## src/rtl/rla_pkg.sv

```systemverilog
package rla_pkg;

    localparam int LAT_W      = 5;
    localparam int LAT_SPAN   = 1 << LAT_W;
    localparam int SKEW_LIMIT = 2;

    typedef logic [LAT_W-1:0] lat_t;

    typedef struct packed {
        lat_t final_lat;
        logic target_ok;
        logic skew_err;
    } align_cfg_t;

    function automatic lat_t lat_gap(input lat_t hi, input lat_t lo);
        return (hi >= lo) ? lat_t'(hi - lo) : '0;
    endfunction

endpackage

```

## src/rtl/rla_planner.sv

```systemverilog
module rla_planner
    import rla_pkg::*;
#(
    parameter int NUM_DEV   = 4,
    parameter int BUF_DEPTH = 8,
    parameter int DLY_W     = 4
) (
    input  logic [NUM_DEV*LAT_W-1:0] lat_meas_i,
    input  logic                     det_en_i,
    input  lat_t                     det_target_i,
    output align_cfg_t               cfg_o,
    output logic [NUM_DEV*DLY_W-1:0] delay_o
);

    localparam lat_t DEPTH_L = lat_t'(BUF_DEPTH);

    lat_t lat_hi, lat_lo, spread;
    logic reach_ok;

    always_comb begin
        lat_hi = '0;
        lat_lo = '1;
        for (int i = 0; i < NUM_DEV; i++) begin
            if (lat_meas_i[i*LAT_W +: LAT_W] > lat_hi) lat_hi = lat_meas_i[i*LAT_W +: LAT_W];
            if (lat_meas_i[i*LAT_W +: LAT_W] < lat_lo) lat_lo = lat_meas_i[i*LAT_W +: LAT_W];
        end
        spread   = lat_gap(lat_hi, lat_lo);
        reach_ok = (det_target_i >= lat_hi) && (lat_gap(det_target_i, lat_lo) <= DEPTH_L);

        cfg_o.target_ok = det_en_i && reach_ok;
        cfg_o.final_lat = cfg_o.target_ok ? det_target_i : lat_hi;
        cfg_o.skew_err  = !det_en_i && (spread > lat_t'(SKEW_LIMIT));

        for (int i = 0; i < NUM_DEV; i++) begin
            if (lat_gap(cfg_o.final_lat, lat_meas_i[i*LAT_W +: LAT_W]) > DEPTH_L)
                delay_o[i*DLY_W +: DLY_W] = DLY_W'(BUF_DEPTH);
            else
                delay_o[i*DLY_W +: DLY_W] =
                    DLY_W'(lat_gap(cfg_o.final_lat, lat_meas_i[i*LAT_W +: LAT_W]));
        end
    end

endmodule

```

## src/rtl/rla_delay_line.sv

```systemverilog
module rla_delay_line #(
    parameter int DATA_W    = 8,
    parameter int BUF_DEPTH = 8,
    parameter int DLY_W     = 4
) (
    input  logic              clk,
    input  logic              rst,
    input  logic [DATA_W-1:0] din,
    input  logic [DLY_W-1:0]  dly,
    output logic [DATA_W-1:0] dout
);

    localparam int AW = $clog2(BUF_DEPTH);

    logic [DATA_W-1:0] store [BUF_DEPTH];
    logic [AW-1:0]     wr_ptr;
    logic [AW-1:0]     rd_ptr;

    always_ff @(posedge clk) begin
        if (rst) begin
            wr_ptr <= '0;
            for (int i = 0; i < BUF_DEPTH; i++) store[i] <= '0;
        end else begin
            store[wr_ptr] <= din;
            wr_ptr        <= wr_ptr + 1'b1;
        end
    end

    // Read side trails the write pointer by the programmed delay.
    assign rd_ptr = wr_ptr - dly[AW-1:0];
    assign dout   = (dly == '0) ? din : store[rd_ptr];

endmodule

```

## src/rtl/rla_valid_pipe.sv

```systemverilog
module rla_valid_pipe
    import rla_pkg::*;
(
    input  logic clk,
    input  logic rst,
    input  logic issue_i,
    input  lat_t lat_i,
    input  logic enable_i,
    output logic valid_o
);

    localparam int SH_W = LAT_SPAN - 1;

    logic [SH_W-1:0] hist;

    always_ff @(posedge clk) begin
        if (rst) hist <= '0;
        else     hist <= {hist[SH_W-2:0], issue_i};
    end

    assign valid_o = enable_i && ((lat_i == '0) ? issue_i : hist[lat_i - 1'b1]);

endmodule

```

## src/rtl/rd_lat_aligner.sv

```systemverilog
module rd_lat_aligner
    import rla_pkg::*;
#(
    parameter int NUM_DEV   = 4,
    parameter int DATA_W    = 8,
    parameter int BUF_DEPTH = 8
) (
    input  logic                      clk,
    input  logic                      rst,
    input  logic                      cal_done,
    input  logic                      det_en,
    input  logic [LAT_W-1:0]          det_target,
    input  logic [NUM_DEV*LAT_W-1:0]  lat_meas,
    input  logic                      rd_issue,
    input  logic [NUM_DEV*DATA_W-1:0] rd_data_in,
    output logic [NUM_DEV*DATA_W-1:0] rd_data_out,
    output logic                      rd_valid,
    output logic [LAT_W-1:0]          final_lat,
    output logic                      target_ok,
    output logic                      skew_err
);

    localparam int DLY_W = $clog2(BUF_DEPTH + 1);

    align_cfg_t               cfg_next, cfg_q;
    logic [NUM_DEV*DLY_W-1:0] dly_next, dly_q;

    rla_planner #(
        .NUM_DEV  (NUM_DEV),
        .BUF_DEPTH(BUF_DEPTH),
        .DLY_W    (DLY_W)
    ) u_plan (
        .lat_meas_i  (lat_meas),
        .det_en_i    (det_en),
        .det_target_i(det_target),
        .cfg_o       (cfg_next),
        .delay_o     (dly_next)
    );

    // Settings track the inputs during calibration, then hold.
    always_ff @(posedge clk) begin
        if (rst) begin
            cfg_q <= '0;
            dly_q <= '0;
        end else if (!cal_done) begin
            cfg_q <= cfg_next;
            dly_q <= dly_next;
        end
    end

    for (genvar g = 0; g < NUM_DEV; g++) begin : g_dev
        rla_delay_line #(
            .DATA_W   (DATA_W),
            .BUF_DEPTH(BUF_DEPTH),
            .DLY_W    (DLY_W)
        ) u_dly (
            .clk (clk),
            .rst (rst),
            .din (rd_data_in[g*DATA_W +: DATA_W]),
            .dly (dly_q[g*DLY_W +: DLY_W]),
            .dout(rd_data_out[g*DATA_W +: DATA_W])
        );
    end

    rla_valid_pipe u_vld (
        .clk     (clk),
        .rst     (rst),
        .issue_i (rd_issue),
        .lat_i   (cfg_q.final_lat),
        .enable_i(cal_done),
        .valid_o (rd_valid)
    );

    assign final_lat = cfg_q.final_lat;
    assign target_ok = cfg_q.target_ok;
    assign skew_err  = cfg_q.skew_err;

endmodule

```

## config.mk

```make
export PLATFORM = sky130hd
export DESIGN_NAME = rd_lat_aligner
export DESIGN_NICKNAME = d
export VERILOG_FILES = /design/src/rtl/rla_pkg.sv /design/src/rtl/rla_planner.sv /design/src/rtl/rla_delay_line.sv /design/src/rtl/rla_valid_pipe.sv /design/src/rtl/rd_lat_aligner.sv
export SDC_FILE = /design/constraint.sdc
export NUM_CORES = 1
export LEC_CHECK = 0
export ABC_AREA = 1
export BUFFER_PORTS_ARGS = -buffer_cell sky130_fd_sc_hd__buf_2
export CORE_ASPECT_RATIO = 0.9
export CORE_MARGIN = 4
export CORE_UTILIZATION = 30
export CTS_BUF_LIST = sky130_fd_sc_hd__clkbuf_4
export CTS_CLUSTER_SIZE = 24
export DETAILED_ROUTE_END_ITERATION = 10
export GPL_TIMING_DRIVEN = 0
export PLACE_DENSITY = 0.42
export SLEW_MARGIN = 0
export SYNTH_ARGS = -nofsm -noshare
export SYNTH_HDL_FRONTEND = slang
export SYNTH_HIERARCHICAL = 1
export SYNTH_SLANG_ARGS = --single-unit
```

## constraint.sdc

```tcl
create_clock -name clk -period 11.3 [get_ports clk]
set_input_delay 0.565 -clock clk [delete_from_list [all_inputs] [get_ports clk]]
set_output_delay 0.565 -clock clk [all_outputs]
set_load 0.01 [all_outputs]
```

==> results of run 1 <==
sequential cells by signal, summed over array words and instances (netlist names):
name	flops
skew_err	1
g_dev.u_dly/store	256
target_ok	1
g_dev.u_dly/wr_ptr	12
u_vld/hist	31
dly_q	16
final_lat	5
synthesized netlist by cell type, types with 11 or more instances:
library cell	n
sky130_fd_sc_hd__nand2_1	731
sky130_fd_sc_hd__inv_1	433
sky130_fd_sc_hd__nor2_1	368
sky130_fd_sc_hd__edfxtp_1	256
sky130_fd_sc_hd__nand3_1	188
sky130_fd_sc_hd__dfxtp_1	66
sky130_fd_sc_hd__ha_1	65
sky130_fd_sc_hd__buf_6	31
sky130_fd_sc_hd__nand2_2	30
sky130_fd_sc_hd__a21oi_1	29
sky130_fd_sc_hd__o21ai_0	29
sky130_fd_sc_hd__buf_4	25
sky130_fd_sc_hd__nand3_2	25
sky130_fd_sc_hd__o31ai_1	24
sky130_fd_sc_hd__inv_2	19
sky130_fd_sc_hd__o21ai_1	12
sky130_fd_sc_hd__xnor2_1	11
routing by layer:
metal | vias up | wire [um]
met2 | 328 | 23300
met5 | - | 0
met3 | 83 | 2450
met4 | 0 | 1060
li1 | 8116 | -
met1 | 7265 | 26000
through the flow:
stage                     worst slack (ns)  instance area, sq um  power (mW)
after global routing                  2.28                 22000        4.76
final                                 3.09                 22000        4.37
after floorplan                       4.07                 19200        2.76
after global placement                2.51                 20700        3.29
after detailed placement              2.43                 20800        3.31
after CTS                             3.26                 22000        4.45
power groups by stage:
stage                     Combinational (mW)  Sequential, mW  Clock, mW
final                                   1.87            1.41       1.10
after global routing                    2.12            1.42       1.23
after CTS                               1.88            1.41       1.16
after detailed placement                1.87            1.43          0
after global placement                  1.85            1.43          0
after floorplan                         1.34            1.42          0
critical path, delay by kind of cell:
kind / cells / cell delay, ns
buffers and inverters: 4 / 0.53
AND/OR/NAND/NOR: 16 / 1.84
adder cells (fa/ha/maj): 5 / 1.71
AO/OA/AOI/OAI: 16 / 4.24
how the worst max path moves through the flow:
stage | cells after the start | slack, ns | endpoint
after floorplan | 40 | 4.07 | dly_q[12]
after global placement | 39 | 2.51 | dly_q[1]
after detailed placement | 41 | 2.43 | dly_q[12]
after CTS | 41 | 3.26 | dly_q[12]
after global routing | 41 | 2.28 | dly_q[12]
final | 41 | 3.09 | dly_q[12]
cells by family (layout without fill, tap and decap cells):
logic type	count (synthesis)	count (layout)
other	0	4
AND/OR/NAND/NOR	1381	1381
flip-flops	322	322
buffers and inverters	533	807
XOR/XNOR	15	15
AO/OA/AOI/OAI	123	123
adder cells (fa/ha/maj)	75	75
final cells by class:
type	count	area [sq um]	area share, %
Sequential cell	322	9010	40.9
Buffer	70	618	2.81
Antenna cell	4	10.0	0.0455
Inverter	463	1770	8.02
Clock buffer	139	1040	4.74
Timing Repair Buffer	108	548	2.49
Multi-Input combinational cell	1594	7830	35.6
Clock inverter	27	140	0.636
Tap cell	845	1060	4.80
repair_timing:
action | CTS | global route
hold buffers | 1 | 0
setup buffers | 0 | 0
endpoints found under the hold margin | 1 | 0
==> results by group, run 1 <==
Pwr
  • Internal portion of total power: 2.61 mW
  • Switching power: 1.76 mW
  • Proportion of total power due to net switching: 40.3%
  • Max rail drop VDD: 0.0875 mV
  • Power per standard cell area: 199 mW/mm^2
  • Part of the total power dissipated in combinational logic: 42.7%
  • Share of power burned in the clock network: 25.2%
  • Leakage dissipation: 10.9 nW
  • Sequential share of power: 32.2%

Yosys
  • Total nets after synthesis: 2586
  • Cells taking the most area after synthesis: sky130_fd_sc_hd__edfxtp_1 40%, sky130_fd_sc_hd__nand2_1 14%, sky130_fd_sc_hd__inv_1 8.5%, sky130_fd_sc_hd__nor2_1 7.2%, sky130_fd_sc_hd__dfxtp_1 6.9%
  • Adder-cell share of the synthesized area: 5.29%
  • Cell area after synthesis: 0.0192 sq mm
  • Distinct cells, synth: 50
  • Sequential area share after synthesis: 47.0%
  • Async set or reset register ratio after synthesis: 0%
  • Compound-gate portion of the synthesized area: 4.02%
  • Main combinational cell family by area after synthesis: simple AND/OR/NAND/NOR gates
  • Post-synthesis xor/xnor area fraction: 0.686%
  • Share of the synthesized area in the top cell type: 40.1%
  • Prevailing post-synth register cell: sky130_fd_sc_hd__edfxtp_1
  • Yosys warning total: 6
  • Basic-gate share of the synthesized area counting and, or, nand and nor cells: 30.5%
  • Count of flip-flops with a built-in enable after synthesis: 256
  • Synth area leader: sky130_fd_sc_hd__edfxtp_1
  • Cell count after synthesis: 2449
  • Flop and latch count out of synthesis: 322
  • Multiplexer share of the synthesized area: 0%
  • Avg Cell Area, Syn: 7.82 sq um

Timing
  • Number of slew-limit violations in the final report: 0
  • Final setup violation count: 0
  • Worst Skew: 0.0651 ns
  • Final period util: 72.6%
  • TNS Setup: 0 ns
  • Final Hold Slack: 0.215 ns
  • Achievable frequency: 0.122 GHz
  • Pin slew with the least headroom to its limit: 1.33 ns
  • Clock period minus worst slack: 8.21 ns
  • Number of hold violations in the final report: 0
  • Setup repair after global routing missed its margin: no
  • Worst slew margin relative to its limit: 10.9%

Route
  • Total wire length: 52800 um
  • Average wire per standard cell: 14.8 um
  • Remaining DRCs: 0
  • Count of routing violations after the opening detailed-route iteration: 908
  • Via-to-Cell Ratio: 4.42
  • Remaining antenna violation count after routing: 0
  • Count of vias placed by the detailed router: 15800
  • Drt pass-1 iters: 5

Setup path
  • CP max-delay cell: sky130_fd_sc_hd__o21ai_0
  • Required arrival time at the worst endpoint: 11.98 ns
  • R2R Path End: g_dev[0].u_dly/store[3][7]
  • Critical path startpoint category: input port
  • Worst r2r src: g_dev[0].u_dly/wr_ptr[1]
  • Most frequent CP cell: sky130_fd_sc_hd__nand2_1
  • Maximum single-stage delay on the critical path: 0.78 ns
  • Setup crit end kind: register
  • Depth of the worst register-to-register path: 3
  • Peak fanout along the critical path: 9
  • Kind of critical path: in2reg
  • Launch point of the worst path: lat_meas[2]
  • Arrival time reported for the critical path endpoint: 8.89 ns
  • Internal reg-to-reg setup slack: 9.08 ns

Floorplan
  • Initial Utilization: 30.4%
  • Die outline area: 0.0680 sq mm
  • DIE WIDTH: 274 um
  • Top-level port count: 102
  • FP Rows: 87
  • Die height: 248 um
  • Floorplan core area: 0.0629 sq mm

Clocking
  • H-tree Lvls: 3
  • Maximum count of clock buffers along a single path: 3
  • Number of clock sinks: 322
  • CTS tree: built
  • Buffer cell driving the clock tree root: sky130_fd_sc_hd__clkbuf_4
  • Clock network latency to the later pin of the worst-skew pair: 0.81 ns
  • Number of gates resized after CTS: 0
  • Cts bufs inserted: 95
  • Clock-pin transition on the worst setup and hold timing paths: 0.06 ns

GRT
  • GR Layer Usage met1: 21.7%
  • Met2 track utilization from global routing: 24.0%
  • First-pass GRT wire length: 82400 um
  • Busiest metal layer after global routing: met2
  • Number of global-route vias before repair: 15300
  • Maximum number of pins on one net before global-route repair: 22
  • GR met3 Demand/Resource: 3.09%
  • All-Layer GR Usage: 15.5%
  • Number of antenna violations at the first check in global routing: 2
  • Global-route congestion overflow total: 0

Placed design
  • HPWL reported at the end of detailed placement: 38100 um
  • Final weighted congestion of routability-driven global placement: 0.804
  • Quantity of I/O buffers inserted on ports: 101
  • DP Cell Count: 3399

Cells and area
  • Layout cell share with drive strength beyond 1: 16.6%
  • Final core area utilization: 35.0%
  • Most common library cell in the layout ignoring fill and taps: sky130_fd_sc_hd__nand2_1
  • Commonest cells after routing, fill and taps aside: 731 x sky130_fd_sc_hd__nand2_1, 433 x sky130_fd_sc_hd__inv_1, 368 x sky130_fd_sc_hd__nor2_1, 256 x sky130_fd_sc_hd__edfxtp_1, 188 x sky130_fd_sc_hd__nand3_1
  • Post-route non-filler standard cell count: 3572
  • Final net count: 2791
  • # fillers: 6799
  • Area growth from synthesis to layout: 14.9%

Min path
  • Endpoint of the worst hold path: dly_q[0]
  • Class of the tightest hold or removal check: in2reg
  • Hold path start: cal_done
  • Number of stages on the worst hold path: 5

Job
  • # Max-Cap Violations: 0

Status
  • Status: complete, no violations
Power figures use the tool's default switching activity.
==> run 2, diff against run 1 <==
clock period = 8.37 ns   (was 11.3 ns; I/O delays follow)
==> results by group, run 2 (same netlist as run 1, synthesis figures left out) <==
Min path
  • Number of stages on the worst hold path: 3 (-2)
  • Class of the tightest hold or removal check: in2reg
  • Hold path start: rd_data_in[14]
  • Endpoint of the worst hold path: g_dev[1].u_dly/store[4][6]

Timing
  • Clock period minus worst slack: 7.47 ns
  • Number of slew-limit violations in the final report: 0 (unchanged)
  • Worst Skew: 0.0624 ns (-0.00272 ns)
  • Final period util: 89.2%
  • Pin slew with the least headroom to its limit: 1.33 ns (+0.00288 ns)
  • Number of hold violations in the final report: 0 (unchanged)
  • Setup repair after global routing missed its margin: no
  • Worst slew margin relative to its limit: 10.7% (-0.19 points)
  • Achievable frequency: 0.134 GHz
  • Final setup violation count: 0 (unchanged)

Setup path
  • Launch point of the worst path: lat_meas[2]
  • Internal reg-to-reg setup slack: 6.14 ns (-2.94 ns)
  • Peak fanout along the critical path: 9 (unchanged)
  • Arrival time reported for the critical path endpoint: 8.20 ns (-0.69 ns)
  • Kind of critical path: in2reg
  • Worst r2r src: g_dev[0].u_dly/wr_ptr[1]
  • Most frequent CP cell: sky130_fd_sc_hd__nand2_1
  • Critical path startpoint category: input port
  • Setup crit end kind: register
  • Required arrival time at the worst endpoint: 9.10 ns (-2.88 ns)
  • Maximum single-stage delay on the critical path: 0.47 ns (-0.31 ns)
  • Depth of the worst register-to-register path: 3 (unchanged)
  • CP max-delay cell: sky130_fd_sc_hd__fa_1
  • R2R Path End: g_dev[0].u_dly/store[3][7]

Route
  • Count of routing violations after the opening detailed-route iteration: 906 (-0.22%)
  • Remaining DRCs: 0 (unchanged)
  • Average wire per standard cell: 14.8 um (about the same)
  • Drt pass-1 iters: 5 (unchanged)
  • Via-to-Cell Ratio: 4.42 (-0.10%)
  • Remaining antenna violation count after routing: 0 (unchanged)
  • Total wire length: 52800 um (about the same)
  • Count of vias placed by the detailed router: 15800 (-0.019%)

Clocking
  • CTS tree: built
  • H-tree Lvls: 3 (unchanged)
  • Clock network latency to the later pin of the worst-skew pair: 0.80 ns (about the same)
  • Maximum count of clock buffers along a single path: 3 (unchanged)
  • Cts bufs inserted: 95 (unchanged)
  • # Post-CTS Setup Buffers: 0 (unchanged)
  • Clock-pin transition on the worst setup and hold timing paths: 0.06 ns (about the same)
  • Number of clock sinks: 322 (unchanged)
  • Buffer cell driving the clock tree root: sky130_fd_sc_hd__clkbuf_4

Pwr
  • Leakage dissipation: 10.9 nW (+0.17%)
  • Part of the total power dissipated in combinational logic: 42.8% (about the same)
  • Power per standard cell area: 268 mW/mm^2 (+35%)
  • Switching power: 2.39 mW (+35%)
  • Sequential share of power: 32.1% (about the same)
  • Total power consumption of the routed design: 5.92 mW (+35%)
  • Max rail drop VDD: 0.118 mV (+35%)
  • Proportion of total power due to net switching: 40.3% (about the same)
  • Share of power burned in the clock network: 25.1% (about the same)
  • Internal portion of total power: 3.53 mW (+35%)

Placed design
  • DP Cell Count: 3399 (unchanged)
  • HPWL reported at the end of detailed placement: 38100 um (unchanged)
  • Quantity of I/O buffers inserted on ports: 101 (unchanged)
  • Final weighted congestion of routability-driven global placement: 0.804 (unchanged)

Floorplan
  • Die outline area: 0.0680 sq mm (unchanged)
  • Initial Utilization: 30.4% (unchanged)
  • DIE WIDTH: 274 um (unchanged)
  • Top-level port count: 102 (unchanged)
  • Die height: 248 um (unchanged)
  • Floorplan core area: 0.0629 sq mm (unchanged)
  • FP Rows: 87 (unchanged)

GRT
  • Number of global-route vias before repair: 15300 (+0.079%)
  • All-Layer GR Usage: 15.5% (about the same)
  • Maximum number of pins on one net before global-route repair: 22 (unchanged)
  • First-pass GRT wire length: 82400 um (about the same)
  • Global-route congestion overflow total: 0 (unchanged)
  • Number of antenna violations at the first check in global routing: 2 (unchanged)

Cells and area
  • Commonest cells after routing, fill and taps aside: 731 x sky130_fd_sc_hd__nand2_1, 433 x sky130_fd_sc_hd__inv_1, 368 x sky130_fd_sc_hd__nor2_1, 256 x sky130_fd_sc_hd__edfxtp_1, 188 x sky130_fd_sc_hd__nand3_1
  • Final net count: 2794 (+0.11%)
  • Most common library cell in the layout ignoring fill and taps: sky130_fd_sc_hd__nand2_1
  • Top Registers: g_dev.u_dly/store: 256 flops, u_vld/hist: 31 flops, dly_q: 16 flops
  • Post-route non-filler standard cell count: 3575 (+0.084%)
  • Largest reg by FF count: g_dev.u_dly/store
  • Layout cell share with drive strength beyond 1: 16.7% (+0.092 points)
  • Number of flip-flops in the largest register: 256 (unchanged)
  • Area growth from synthesis to layout: 15.2%

Status
  • Status: complete, no violations

Job
  • # Max-Cap Violations: 0 (unchanged)
-- run 2: worst max-delay path by stage --
| stage | end | slack, ns | depth (start not counted) |
|---|---|---|---|
| after floorplan | dly_q[12] | 1.28 | 40 |
| after global placement | dly_q[1] | -0.27 | 39 |
| after detailed placement | dly_q[12] | -0.36 | 41 |
| after CTS | dly_q[12] | 0.48 | 41 |
| after global routing | dly_q[12] | 0.19 | 42 |
| final | dly_q[1] | 0.90 | 37 |
-- run 2: worst max-delay path: cells and delay by family --
kind,cells,cell delay (ns)
buf+inv,4,0.76
fa+ha+maj,5,1.73
xor+xnor,1,0.17
compound gates,15,3.52
simple gates,12,1.58
-- run 2: timing repair --
item                                    4_1_cts  5_1_grt
hold buffers                                  4        0
endpoints found under the hold margin        10        0
endpoints found under the setup margin        0       14
resized for setup                             0        8
-- run 2: area by class of cell --
type | instances | area [sq um]
Fill cell | 6799 | 40800
Sequential cell | 322 | 9010
Multi-Input combinational cell | 1594 | 7850
Inverter | 463 | 1770
Tap cell | 845 | 1060
Clock buffer | 139 | 1040
Buffer | 70 | 618
Timing Repair Buffer | 111 | 578
Clock inverter | 27 | 140
Antenna cell | 4 | 10.0
-- run 2: metal layers --
layer / track usage [%] / share of wire (%) / up-vias / routed length [um]
met3: 3.09 / 4.2 / 82 / 2220
met2: 24.1 / 44 / 291 / 23300
met1: 21.8 / 50 / 7292 / 26300
li1: - / - / 8124 / -
met4: 4.75 / 1.9 / 0 / 1020
met5: 0 / 0 / - / 0
-- run 2: power groups by stage --
| stage | sequential (mW) | clock (mW) | combinational, mW |
|---|---|---|---|
| after floorplan | 1.92 | 0 | 1.81 |
| after global placement | 1.93 | 0 | 2.50 |
| after detailed placement | 1.94 | 0 | 2.53 |
| after CTS | 1.90 | 1.57 | 2.54 |
| after global routing | 1.91 | 1.66 | 2.88 |
| final | 1.90 | 1.48 | 2.53 |
-- run 2: stage by stage --
| stage | util [%] | cell area (sq um) | setup TNS, ns | setup WS [ns] | hold slack, ns |
|---|---|---|---|---|---|
| floorplan | - | 19200 | 0 | 1.28 | 0.403 |
| global placement | 32.9 | 20700 | -2.21 | -0.273 | 0.406 |
| detailed placement | 33.0 | 20800 | -3.02 | -0.357 | 0.411 |
| CTS | 35.0 | 22000 | 0 | 0.477 | 0.00518 |
| global route | 35.1 | 22100 | 0 | 0.194 | 0.00826 |
| finish | 35.1 | 22100 | 0 | 0.902 | 0.136 |
==> run 3, diff against run 2 <==
CELL_PAD_IN_SITES_DETAIL_PLACEMENT = 0   (was not set)
CELL_PAD_IN_SITES_GLOBAL_PLACEMENT = 2   (was not set)
PLACE_DENSITY = 0.64   (was 0.42)
==> results by group, run 3 (same netlist as run 1, synthesis figures left out) <==
Status
  • Status: complete, no violations

Timing
  • Setup ws final: 0.997 ns (+0.0949 ns)
  • Clock period minus worst slack: 7.37 ns (-0.0949 ns)
  • Pin slew with the least headroom to its limit: 1.38 ns (+0.0553 ns)
  • Final setup violation count: 0 (unchanged)
  • Worst slew margin relative to its limit: 6.96% (-3.7 points)
  • Setup repair after global routing missed its margin: no
  • Number of slew-limit violations in the final report: 0 (unchanged)
  • Number of hold violations in the final report: 0 (unchanged)
  • Worst Skew: 0.0616 ns (-0.000741 ns)
  • Achievable frequency: 0.136 GHz (+1.3%)
  • Final period util: 88.1% (-1.1 points)

Route
  • Total wire length: 55300 um (+4.8%)
  • Count of routing violations after the opening detailed-route iteration: 872 (-3.8%)
  • Via-to-Cell Ratio: 4.41 (-0.16%)
  • Count of vias placed by the detailed router: 15800 (-0.24%)
  • Remaining DRCs: 0 (unchanged)
  • Remaining antenna violation count after routing: 0 (unchanged)
  • Average wire per standard cell: 15.5 um (+4.9%)
  • Drt pass-1 iters: 5 (unchanged)

Clocking
  • Clock-pin transition on the worst setup and hold timing paths: 0.06 ns (about the same)
  • Number of clock sinks: 322 (unchanged)
  • Maximum count of clock buffers along a single path: 3 (unchanged)
  • Clock network latency to the later pin of the worst-skew pair: 0.80 ns (about the same)
  • Cts bufs inserted: 92 (-3.2%)
  • CTS tree: built
  • # Post-CTS Setup Buffers: 0 (unchanged)
  • Buffer cell driving the clock tree root: sky130_fd_sc_hd__clkbuf_4
  • H-tree Lvls: 3 (unchanged)

Setup path
  • Top cell family by delay on the critical path: compound AO/OA/AOI/OAI gates
  • Critical path startpoint category: input port
  • Cell count along the critical path: 39 (+5.4%)
  • Required arrival time at the worst endpoint: 9.07 ns (-0.03 ns)
  • Setup crit end kind: register
  • Kind of critical path: in2reg
  • Depth of the worst register-to-register path: 3 (unchanged)
  • Internal reg-to-reg setup slack: 6.13 ns (about the same)
  • Most frequent CP cell: sky130_fd_sc_hd__nand2_1
  • Arrival time reported for the critical path endpoint: 8.07 ns (-0.13 ns)
  • Count of buffer and inverter cells on the critical path: 3 (-1)
  • Maximum single-stage delay on the critical path: 0.43 ns (-0.04 ns)
  • CP max-delay cell: sky130_fd_sc_hd__o311ai_1
  • Peak fanout along the critical path: 9 (unchanged)
  • R2R Path End: g_dev[2].u_dly/store[6][3]
  • Worst r2r src: g_dev[2].u_dly/wr_ptr[1]

Pwr
  • Power per standard cell area: 270 mW/mm^2 (+0.76%)
  • Max rail drop VDD: 0.0787 mV (-33%)
  • Leakage dissipation: 10.9 nW (-0.12%)
  • Internal portion of total power: 3.53 mW (-0.12%)
  • Share of power burned in the clock network: 24.8% (-0.3 points)
  • Sequential share of power: 31.9% (-0.2 points)
  • Proportion of total power due to net switching: 40.8% (+0.47 points)
  • Part of the total power dissipated in combinational logic: 43.3% (+0.5 points)
  • Switching power: 2.43 mW (+1.8%)

GRT
  • First-pass GRT wire length: 86200 um (+4.6%)
  • Global-route congestion overflow total: 0 (unchanged)
  • Number of global-route vias before repair: 15600 (+2.0%)
  • All-Layer GR Usage: 16.4% (+0.93 points)
  • Maximum number of pins on one net before global-route repair: 22 (unchanged)
  • Number of antenna violations at the first check in global routing: 1 (-1)

Floorplan
  • Top-level port count: 102 (unchanged)
  • Die height: 248 um (unchanged)
  • FP Rows: 87 (unchanged)
  • DIE WIDTH: 274 um (unchanged)
  • Floorplan core area: 0.0629 sq mm (unchanged)
  • Die outline area: 0.0680 sq mm (unchanged)
  • Initial Utilization: 30.4% (unchanged)

Placed design
  • Cell Area, Placed: 0.0208 sq mm (about the same)
  • Worst Setup Slack post-DPL: -0.553 ns (-0.197 ns)
  • HPWL reported at the end of detailed placement: 40600 um (+6.4%)
  • Final weighted congestion of routability-driven global placement: 0.771 (-4.1%)
  • Quantity of I/O buffers inserted on ports: 101 (unchanged)

Cells and area
  • Number of flip-flops in the largest register: 256 (unchanged)
  • Final net count: 2790 (-0.14%)
  • Largest reg by FF count: g_dev.u_dly/store
  • Most common library cell in the layout ignoring fill and taps: sky130_fd_sc_hd__nand2_1
  • Commonest cells after routing, fill and taps aside: 731 x sky130_fd_sc_hd__nand2_1, 433 x sky130_fd_sc_hd__inv_1, 368 x sky130_fd_sc_hd__nor2_1, 256 x sky130_fd_sc_hd__edfxtp_1, 188 x sky130_fd_sc_hd__nand3_1
  • Area growth from synthesis to layout: 15.1% (about the same)
  • Layout cell share with drive strength beyond 1: 16.6% (-0.037 points)
  • # fillers: 6847 (+0.71%)
  • Post-route standard cell area excluding fillers: 0.0221 sq mm (about the same)
  • Top Registers: g_dev.u_dly/store: 256 flops, u_vld/hist: 31 flops, dly_q: 16 flops

Min path
  • Class of the tightest hold or removal check: in2reg
  • Endpoint of the worst hold path: final_lat[4]
  • Hold path start: cal_done
  • Number of stages on the worst hold path: 5 (+2)

Job
  • # Max-Cap Violations: 0 (unchanged)
## run 3: layout make-up
type	instances	area [sq um]	area share (%)
antenna	1	2.50	0.0113
buffer	70	618	2.80
clock buffer	137	1030	4.66
clock inverter	30	159	0.721
inverter	463	1770	8.02
multi-input combinational	1594	7840	35.6
sequential	322	9010	40.9
tap	845	1060	4.79
timing repair buffer	110	566	2.56
## run 3: per-layer routing
metal / vias up / GRT usage [%] / wire length [um]
met4: 0 / 3.89 / 865
met5: - / 0 / 0
met1: 7301 / 24.3 / 28300
met2: 273 / 24.8 / 23800
li1: 8111 / - / -
met3: 66 / 2.95 / 2460
## run 3: timing repair
action	in CTS	in global routing
setup endpoints to repair	0	16
gates resized for setup	0	10
hold buffers	2	0
endpoints found under the hold margin	2	0
## run 3: power by group through the flow
stage	clock network [mW]	logic [mW]	registers [mW]
CTS	1.56	2.60	1.90
global route	1.65	2.96	1.91
floorplan	0	1.81	1.92
detailed placement	0	2.59	1.94
global placement	0	2.57	1.93
finish	1.48	2.58	1.90
## run 3: per-stage QoR
step	total power [mW]	cells	hold slack (ns)	util, %	setup TNS, ns
3_5_place_dp	4.53	3399	0.412	33.0	-6.25
3_3_place_gp	4.51	3395	0.407	32.9	-4.29
4_1_cts	6.06	3568	0.0124	34.9	0
6_report	5.96	3572	0.127	35.0	0
2_1_floorplan	3.73	2449	0.403	-	0
5_1_grt	6.51	3572	0.0375	35.0	0
## run 3: worst max-delay path by stage
| stage | endpoint | startpoint | slack, ns |
|---|---|---|---|
| after floorplan | dly_q[12] | lat_meas[4] | 1.28 |
| after global placement | dly_q[1] | lat_meas[4] | -0.42 |
| after detailed placement | dly_q[4] | lat_meas[4] | -0.55 |
| after CTS | dly_q[1] | lat_meas[4] | 0.31 |
| after global routing | dly_q[4] | lat_meas[2] | 0.07 |
| final | dly_q[1] | lat_meas[4] | 1.0 |
## run 3: worst reg2reg max path, cell delays in order (launching register included)
cell,delay (ns)
sky130_fd_sc_hd__dfxtp_1,0.37
sky130_fd_sc_hd__buf_2,0.25
sky130_fd_sc_hd__inv_1,0.16
sky130_fd_sc_hd__o31ai_1,1.11
